<file path="config.mk">
export PLATFORM = sky130hd
export DESIGN_NAME = int2dbl_conv
export DESIGN_NICKNAME = d
export VERILOG_FILES = /design/src/rtl/int2dbl_pkg.sv /design/src/rtl/i2d_magnitude.sv /design/src/rtl/i2d_lzc.sv /design/src/rtl/i2d_lshift.sv /design/src/rtl/i2d_pack.sv /design/src/rtl/int2dbl_conv.sv
export SDC_FILE = /design/constraint.sdc
export NUM_CORES = 1
export LEC_CHECK = 0
export ABC_CLOCK_PERIOD_IN_PS = 4500
export BUFFER_PORTS_ARGS = -buffer_cell sky130_fd_sc_hd__buf_4
export CORE_MARGIN = 2
export CORE_UTILIZATION = 40
export DETAILED_ROUTE_END_ITERATION = 16
export SYNTH_ARGS = -nofsm -noshare
export SYNTH_HDL_FRONTEND = slang
export SYNTH_SLANG_ARGS = --single-unit
</file>
<file path="constraint.sdc">
create_clock -name vclk -period 4.5
set_input_delay 0.225 -clock vclk [all_inputs]
set_output_delay 0.225 -clock vclk [all_outputs]
set_load 0.005 [all_outputs]
</file>
<file path="src/rtl/int2dbl_pkg.sv">
package int2dbl_pkg;
  localparam int DBL_W    = 64;
  localparam int EXP_W    = 11;
  localparam int FRAC_W   = 52;
  localparam int EXP_BIAS = 1023;
endpackage

</file>
<file path="src/rtl/i2d_magnitude.sv">
module i2d_magnitude #(
  parameter int W = 52
) (
  input  logic [W-1:0] value_i,
  output logic         neg_o,
  output logic [W-1:0] mag_o
);
  always_comb begin
    neg_o = value_i[W-1];
    // The most negative value negates to itself, which read unsigned is 2^(W-1).
    mag_o = neg_o ? (~value_i + W'(1)) : value_i;
  end
endmodule

</file>
<file path="src/rtl/i2d_lzc.sv">
module i2d_lzc #(
  parameter int W     = 60,
  parameter int CNT_W = $clog2(W + 1)
) (
  input  logic [W-1:0]     vec_i,
  output logic [CNT_W-1:0] cnt_o
);
  // Priority scan from the bottom: the highest set bit writes last.
  // An all-zero vector gives the count W.
  always_comb begin
    cnt_o = CNT_W'(W);
    for (int i = 0; i < W; i++) begin
      if (vec_i[i]) cnt_o = CNT_W'(W - 1 - i);
    end
  end
endmodule

</file>
<file path="src/rtl/i2d_lshift.sv">
module i2d_lshift #(
  parameter int W    = 52,
  parameter int SH_W = 6
) (
  input  logic [W-1:0]    data_i,
  input  logic [SH_W-1:0] amt_i,
  output logic [W-1:0]    data_o
);
  logic [W-1:0] stage [SH_W+1];

  assign stage[0] = data_i;

  for (genvar s = 0; s < SH_W; s++) begin : g_stage
    localparam int STEP = 1 << s;
    if (STEP >= W) begin : g_clear
      assign stage[s+1] = amt_i[s] ? '0 : stage[s];
    end else begin : g_move
      assign stage[s+1] = amt_i[s] ? {stage[s][W-1-STEP:0], {STEP{1'b0}}} : stage[s];
    end
  end

  assign data_o = stage[SH_W];
endmodule

</file>
<file path="src/rtl/i2d_pack.sv">
module i2d_pack
  import int2dbl_pkg::*;
#(
  parameter int INT_W = 52,
  parameter int CNT_W = 6
) (
  input  logic             neg_i,
  input  logic [CNT_W-1:0] lz_i,
  input  logic [INT_W-1:0] norm_i,
  output logic [DBL_W-1:0] dbl_o
);
  localparam int TOP_EXP = EXP_BIAS + INT_W - 1;
  localparam int PAD_W   = FRAC_W - INT_W + 1;

  logic             nonzero;
  logic [EXP_W-1:0] exp_f;
  logic [FRAC_W-1:0] frac_f;

  always_comb begin
    // After normalisation the top bit is set unless the magnitude was zero.
    nonzero = norm_i[INT_W-1];
    exp_f   = EXP_W'(TOP_EXP) - {{(EXP_W-CNT_W){1'b0}}, lz_i};
    frac_f  = {norm_i[INT_W-2:0], {PAD_W{1'b0}}};
    if (nonzero) dbl_o = {neg_i, exp_f, frac_f};
    else         dbl_o = '0;
  end
endmodule

</file>
<file path="src/rtl/int2dbl_conv.sv">
module int2dbl_conv
  import int2dbl_pkg::*;
#(
  parameter int INT_W = 52,
  parameter int LZC_W = 60
) (
  input  logic [INT_W-1:0] int_in,
  output logic [DBL_W-1:0] dbl_out
);
  localparam int PAD_W = LZC_W - INT_W;
  localparam int CNT_W = $clog2(LZC_W + 1);

  logic             neg;
  logic [INT_W-1:0] mag;
  logic [CNT_W-1:0] lz;
  logic [INT_W-1:0] norm;

  i2d_magnitude #(.W(INT_W)) u_mag (
    .value_i (int_in),
    .neg_o   (neg),
    .mag_o   (mag)
  );

  i2d_lzc #(.W(LZC_W), .CNT_W(CNT_W)) u_lzc (
    .vec_i (LZC_W'({mag, {PAD_W{1'b0}}})),
    .cnt_o (lz)
  );

  i2d_lshift #(.W(INT_W), .SH_W(CNT_W)) u_shift (
    .data_i (mag),
    .amt_i  (lz),
    .data_o (norm)
  );

  i2d_pack #(.INT_W(INT_W), .CNT_W(CNT_W)) u_pack (
    .neg_i  (neg),
    .lz_i   (lz),
    .norm_i (norm),
    .dbl_o  (dbl_out)
  );
endmodule

</file>
### Word-level counts from Yosys, hierarchy flattened

Cells that the tools add are included.
Widths: inputs -> output; s select.

| storage, ports and cells | value |
|---|---|
| bits in registers | 0 |
| input port bits | 52 |

| operators by class | value |
|---|---|
| add/subtract/negate cells | 2 |
| muxes and demuxes | 60 |
| bitwise gates (word level) | 1 |

Operators with widths:

| cell | number |
|---|---|
| $mux 52 | 7 |
| $mux 6 | 32 |
| $mux 5 | 16 |
| $mux 64 | 1 |
| $add 52x1->52 const B | 1 |
| $not 52->52 | 1 |
| $mux 4 | 4 |
| $sub 11x6->11 const A | 1 |

### Logic depth before layout (Yosys ltp)

| logic depth | value |
|---|---|
| depth in word-level cells | 62 |
| gate-level depth with buffers | 23 |
| gate-level depth less buffers | 17 |

### Cells and area by module

Synthesis repeated with hierarchy kept, for this count alone.

| second synthesis, totals | value |
|---|---|
| cell total of the unflattened synthesis | 767 |
| area, all modules | 5,619.1 um2 |

By module, submodules not included:

| module | instances | cells an instance | area an instance (um2) | seq. area each (um2) |
|---|---|---|---|---|
| i2d_lshift | 1 | 401 | 3,223.1 | 0.0 |
| i2d_magnitude | 1 | 155 | 1,144.8 | 0.0 |
| i2d_lzc | 1 | 130 | 730.7 | 0.0 |
| i2d_pack | 1 | 80 | 516.7 | 0.0 |
| int2dbl_conv | 1 | 1 | 3.8 | 0.0 |

### Worst setup path after synthesis

Ideal clock, no wire load.

| timing path | value |
|---|---|
| kind | input to output |
| start | input int_in[0] |
| end | output dbl_out[41] |
| arrival | 4,457 ps |
| slack | -182 ps |
| cell stages on the path | 21 |
| buffers on the path | 5 |
| cells stage by stage | clkbuf_1 inv_1 ha_1 buf_2 or3b_2 clkbuf_1 nor3_2 buf_4 nand3_2 a2111oi_2 o211ai_1 and2_1 a221o_1 a22oi_4 inv_2 buf_6 mux2_4 mux2_4 mux2i_4 a21oi_2 a221o_1 |

| between the ends | value |
|---|---|
| longest elaborated chain between the ends | 62 |

RTL lines:

| item | RTL line | text |
|---|---|---|
| start: declaration | int2dbl_conv.sv:7 | `input logic [INT_W-1:0] int_in,` |
| $not 52->52 | i2d_magnitude.sv:11 | `mag_o = neg_o ? (~value_i + W'(1)) : value_i;` |
| $add 52x1->52 | i2d_magnitude.sv:11 |  |
| $mux 52 (*) | i2d_magnitude.sv:11 |  |
| $mux 4 (4 in series) | i2d_lzc.sv:13 | `if (vec_i[i]) cnt_o = CNT_W'(W - 1 - i);` |
| $mux 5 (16 in series) | i2d_lzc.sv:13 |  |
| $mux 6 (32 in series) | i2d_lzc.sv:13 |  |
| $mux 52 (5 in series) | i2d_lshift.sv:18 | `assign stage[s+1] = amt_i[s] ? {stage[s][W-1-STEP:0], {STEP{1'b0}}} : stage[s];` |
| $mux 52 (*) | i2d_lshift.sv:18 |  |
| $mux 64 (*) | i2d_pack.sv:24 | `if (nonzero) dbl_o = {neg_i, exp_f, frac_f};` |
| end: declaration | int2dbl_conv.sv:8 | `output logic [DBL_W-1:0] dbl_out` |

Mark *: on every way between the ends. The rest lies on a longest branch, timed or not.

### Final worst setup path

| timing path | value |
|---|---|
| start | input int_in[6] |
| end | output dbl_out[62] |

| between the ends | value |
|---|---|
| longest elaborated chain between the ends | 56 |
| elaborated cells on any way between the ends | 57 |
| those cells by class | add/sub: 2; mux: 54; bitwise: 1 |

RTL lines:

| item | RTL line |
|---|---|
| $not 52->52 | i2d_magnitude.sv:11 |
| $add 52x1->52 | i2d_magnitude.sv:11 |
| $mux 52 (*) | i2d_magnitude.sv:11 |
| branches (longest 52 deep; another with $mux 5) | -- |
| $mux 64 (*) | i2d_pack.sv:24 |

Mark *: on every way between the ends.

==> impl_metrics.env <==
export IMPL_viasPerCell=6.24
export IMPL_grt_setup_unrepaired="yes"
export IMPL_grt_max_degree=30
export IMPL_setup_violations=54
export IMPL_power_density_nw_per_um2=187
export IMPL_critical_path_class="in2out"
export IMPL_clockBufferCount=0
export IMPL_die_h_um=138
export IMPL_numPortBuffers=114
export IMPL_hold_viol=0
export IMPL_track_usage_pct=36.0
export IMPL_core_area_um2=17400
export IMPL_timing_critical_path_mode_cell="buf_6"
export IMPL_cp_slowest_cell="or4_4"
export IMPL_slew_limit_headroom_pct=50.9
export IMPL_vias=10600
export IMPL_synth_avg_cell_area_um2=7.14
export IMPL_wl_per_cell_um=21.6
export IMPL_grt_pass1_wl_mm=53.6
export IMPL_dp_worst_setup_slack_ps=-396
export IMPL_grt_pass1_vias=9778
export IMPL_antenna_left=0
export IMPL_fillers=1373
export IMPL_ff_latch_area_um2=0
export IMPL_slowest_delay_ps=600
export IMPL_required_ps=4280
export IMPL_ys_warn_count=0
export IMPL_start_kind="input pin"
export IMPL_p_leak_nw=5.52
export IMPL_drtIter0Drc=880
export IMPL_synth_cell_type_count=102
export IMPL_path_cells="buf_8 > or4_4 > buf_6 > nor3_4 > nand3_2 > o41ai_1 > xor2_1 > a2111oi_2 > o21ai_1 > and2_4 > nand2_4 > buf_8 > buf_4 > o32a_1 > nand4_4 > buf_6 > a211oi_4 > buf_6 > a21oi_2 > buf_4"
export IMPL_multi_input_area_um2=8040
export IMPL_crit_arrival_ps=4540
export IMPL_tns_ps=-8250
export IMPL_tightest_slew_ps=734
export IMPL_netlist_area_um2=7130
export IMPL_route_detailed_drc=0
export IMPL_drive_above_1_share_pct=55.6
export IMPL_fp_dieArea_um2=18900
export IMPL_busiest_layer="met2"
export IMPL_routed_wl_mm=36.7
export IMPL_drv_cap=0
export IMPL_place_hpwl_mm=27.6
export IMPL_die_x_um=138
export IMPL_power_mw=2.45
export IMPL_yosysSeqAreaShare_pct=0
export IMPL_violations="setup timing"
export IMPL_rows=48
export IMPL_fin_crit_sh_pct=106
export IMPL_worstHoldPathType="in2out"
export IMPL_maxSlewViolCount=0
export IMPL_seq_cells=0
export IMPL_peakVddDrop_mv=0.154
export IMPL_start_util_pct=41.1
export IMPL_diodes=0
export IMPL_overflow=0
export IMPL_io_pins=116
export IMPL_max_freq_mhz=210
export IMPL_utilization_pct=75.7
export IMPL_outcome="finished with violations"
export IMPL_use_met1_pct=50.1
export IMPL_use_met3_pct=4.49
export IMPL_antenna_found_initial=0
export IMPL_final_cell_count_no_fill=1700
export IMPL_area_delta_synth_final_pct=84.2
export IMPL_dr_pass1_iters=5
export IMPL_placed_cells=1621
export IMPL_final_nets=1532
export IMPL_fin_crit_ps=4760
export IMPL_setup_slack_ps=-261
export IMPL_gp_congestion=0.997
export IMPL_endpoint_kind="output port"
export IMPL_syn_inst=999
export IMPL_met2_usage_pct=59.7
export IMPL_critPathMaxFanout=6
==> Yosys cell counts (11+ instances only) <==
master / number / area, µm²
mux2i_1: 146 / 1460
nor2_1: 71 / 267
nand2_1: 62 / 233
a21oi_1: 54 / 270
nand3_1: 43 / 215
nor3_1: 43 / 215
clkbuf_1: 39 / 146
o21ai_0: 39 / 195
buf_2: 32 / 160
xor2_1: 26 / 228
o211ai_1: 25 / 188
xnor2_1: 25 / 219
a211oi_1: 23 / 173
a31oi_1: 20 / 125
and2_1: 16 / 100
nor4_1: 14 / 87.6
or3_1: 13 / 81.3
mux2_2: 12 / 135
o31ai_1: 11 / 82.6
==> metal layers <==
layer	share of wire, %	up-vias
li1	-	4908
met1	43	5146
met2	47	488
met3	8.0	68
met4	2.2	0
met5	0	-
==> cell type report <==
| cell class | instances | share of cell area, % |
|---|---|---|
| multi-input cells | 895 | 61.2 |
| repair buffers | 568 | 36.2 |
| well taps | 225 | 2.14 |
| inverters | 12 | 0.476 |
==> path summary, 6_finish.rpt <==
check,start,endpoint,slack (ps),cells after the start
max,int_in[6],dbl_out[62],-260,20
min,int_in[49],dbl_out[4],1270,7
==> report_power, final <==
part | internal (mW) | total [mW] | leakage (nW) | switching [mW]
sequential | 0 | 0 | 0 | 0
clock | 0 | 0 | 0 | 0
combinational | 1.28 | 2.45 | 5.52 | 1.18
total | 1.28 | 2.45 | 5.52 | 1.18
==> metrics by stage <==
stage / area [µm²] / hold WS (ps)
CTS: 12000 / 1270
global route: 13100 / 1330
finish: 13100 / 1270
floorplan: 7170 / 796
detailed placement: 10700 / 1260
global placement: 10700 / 1270
==> placed cells by master, fill, tap and decap left out, drive strengths merged, types with 9 or more instances in the layout <==
| master | count |
|---|---|
| nand2 | 62 |
| buf | 565 |
| and2 | 17 |
| xor2 | 27 |
| mux2i | 149 |
| nor2 | 71 |
| a31oi | 20 |
| xnor2 | 25 |
| o31ai | 15 |
| a21oi | 56 |
| nand4 | 13 |
| o21ai | 45 |
| o2111ai | 9 |
| nand3 | 45 |
| o22ai | 9 |
| inv | 12 |
| nor4 | 25 |
| nor3 | 47 |
| o41ai | 12 |
| nor2b | 9 |
| a211oi | 25 |
| o221ai | 10 |
| mux2 | 16 |
| or3 | 13 |
| or4 | 14 |
| o211ai | 25 |
==> kinds of logic after synthesis <==
logic type                 after synthesis  share of synthesized area (%)
adders and majority gates                3                          0.527
AOI/OAI and AO/OA                      317                           33.3
and+or+nand+nor                        355                           28.2
xor gates and xnor gates                52                           6.49
muxes                                  165                           23.9
buffers and inverters                  106                           7.51
other                                    1                         0.0526
==> what timing repair did <==
item | CTS | global route
cloned | 6 | 0
endpoints found under the setup margin | 59 | 60
pin swaps | 59 | 76
setup buffers | 45 | 34
gates resized for setup | 156 | 197
hold buffers | 0 | 0
==> worst max-delay path, delay by kind of cell <==
family | cells | cell delay, ps
simple gates | 6 | 1570
compound gates | 6 | 1450
buf+inv | 7 | 1040
xor+xnor | 1 | 220
Note: power is estimated with default switching activity, not from simulation.
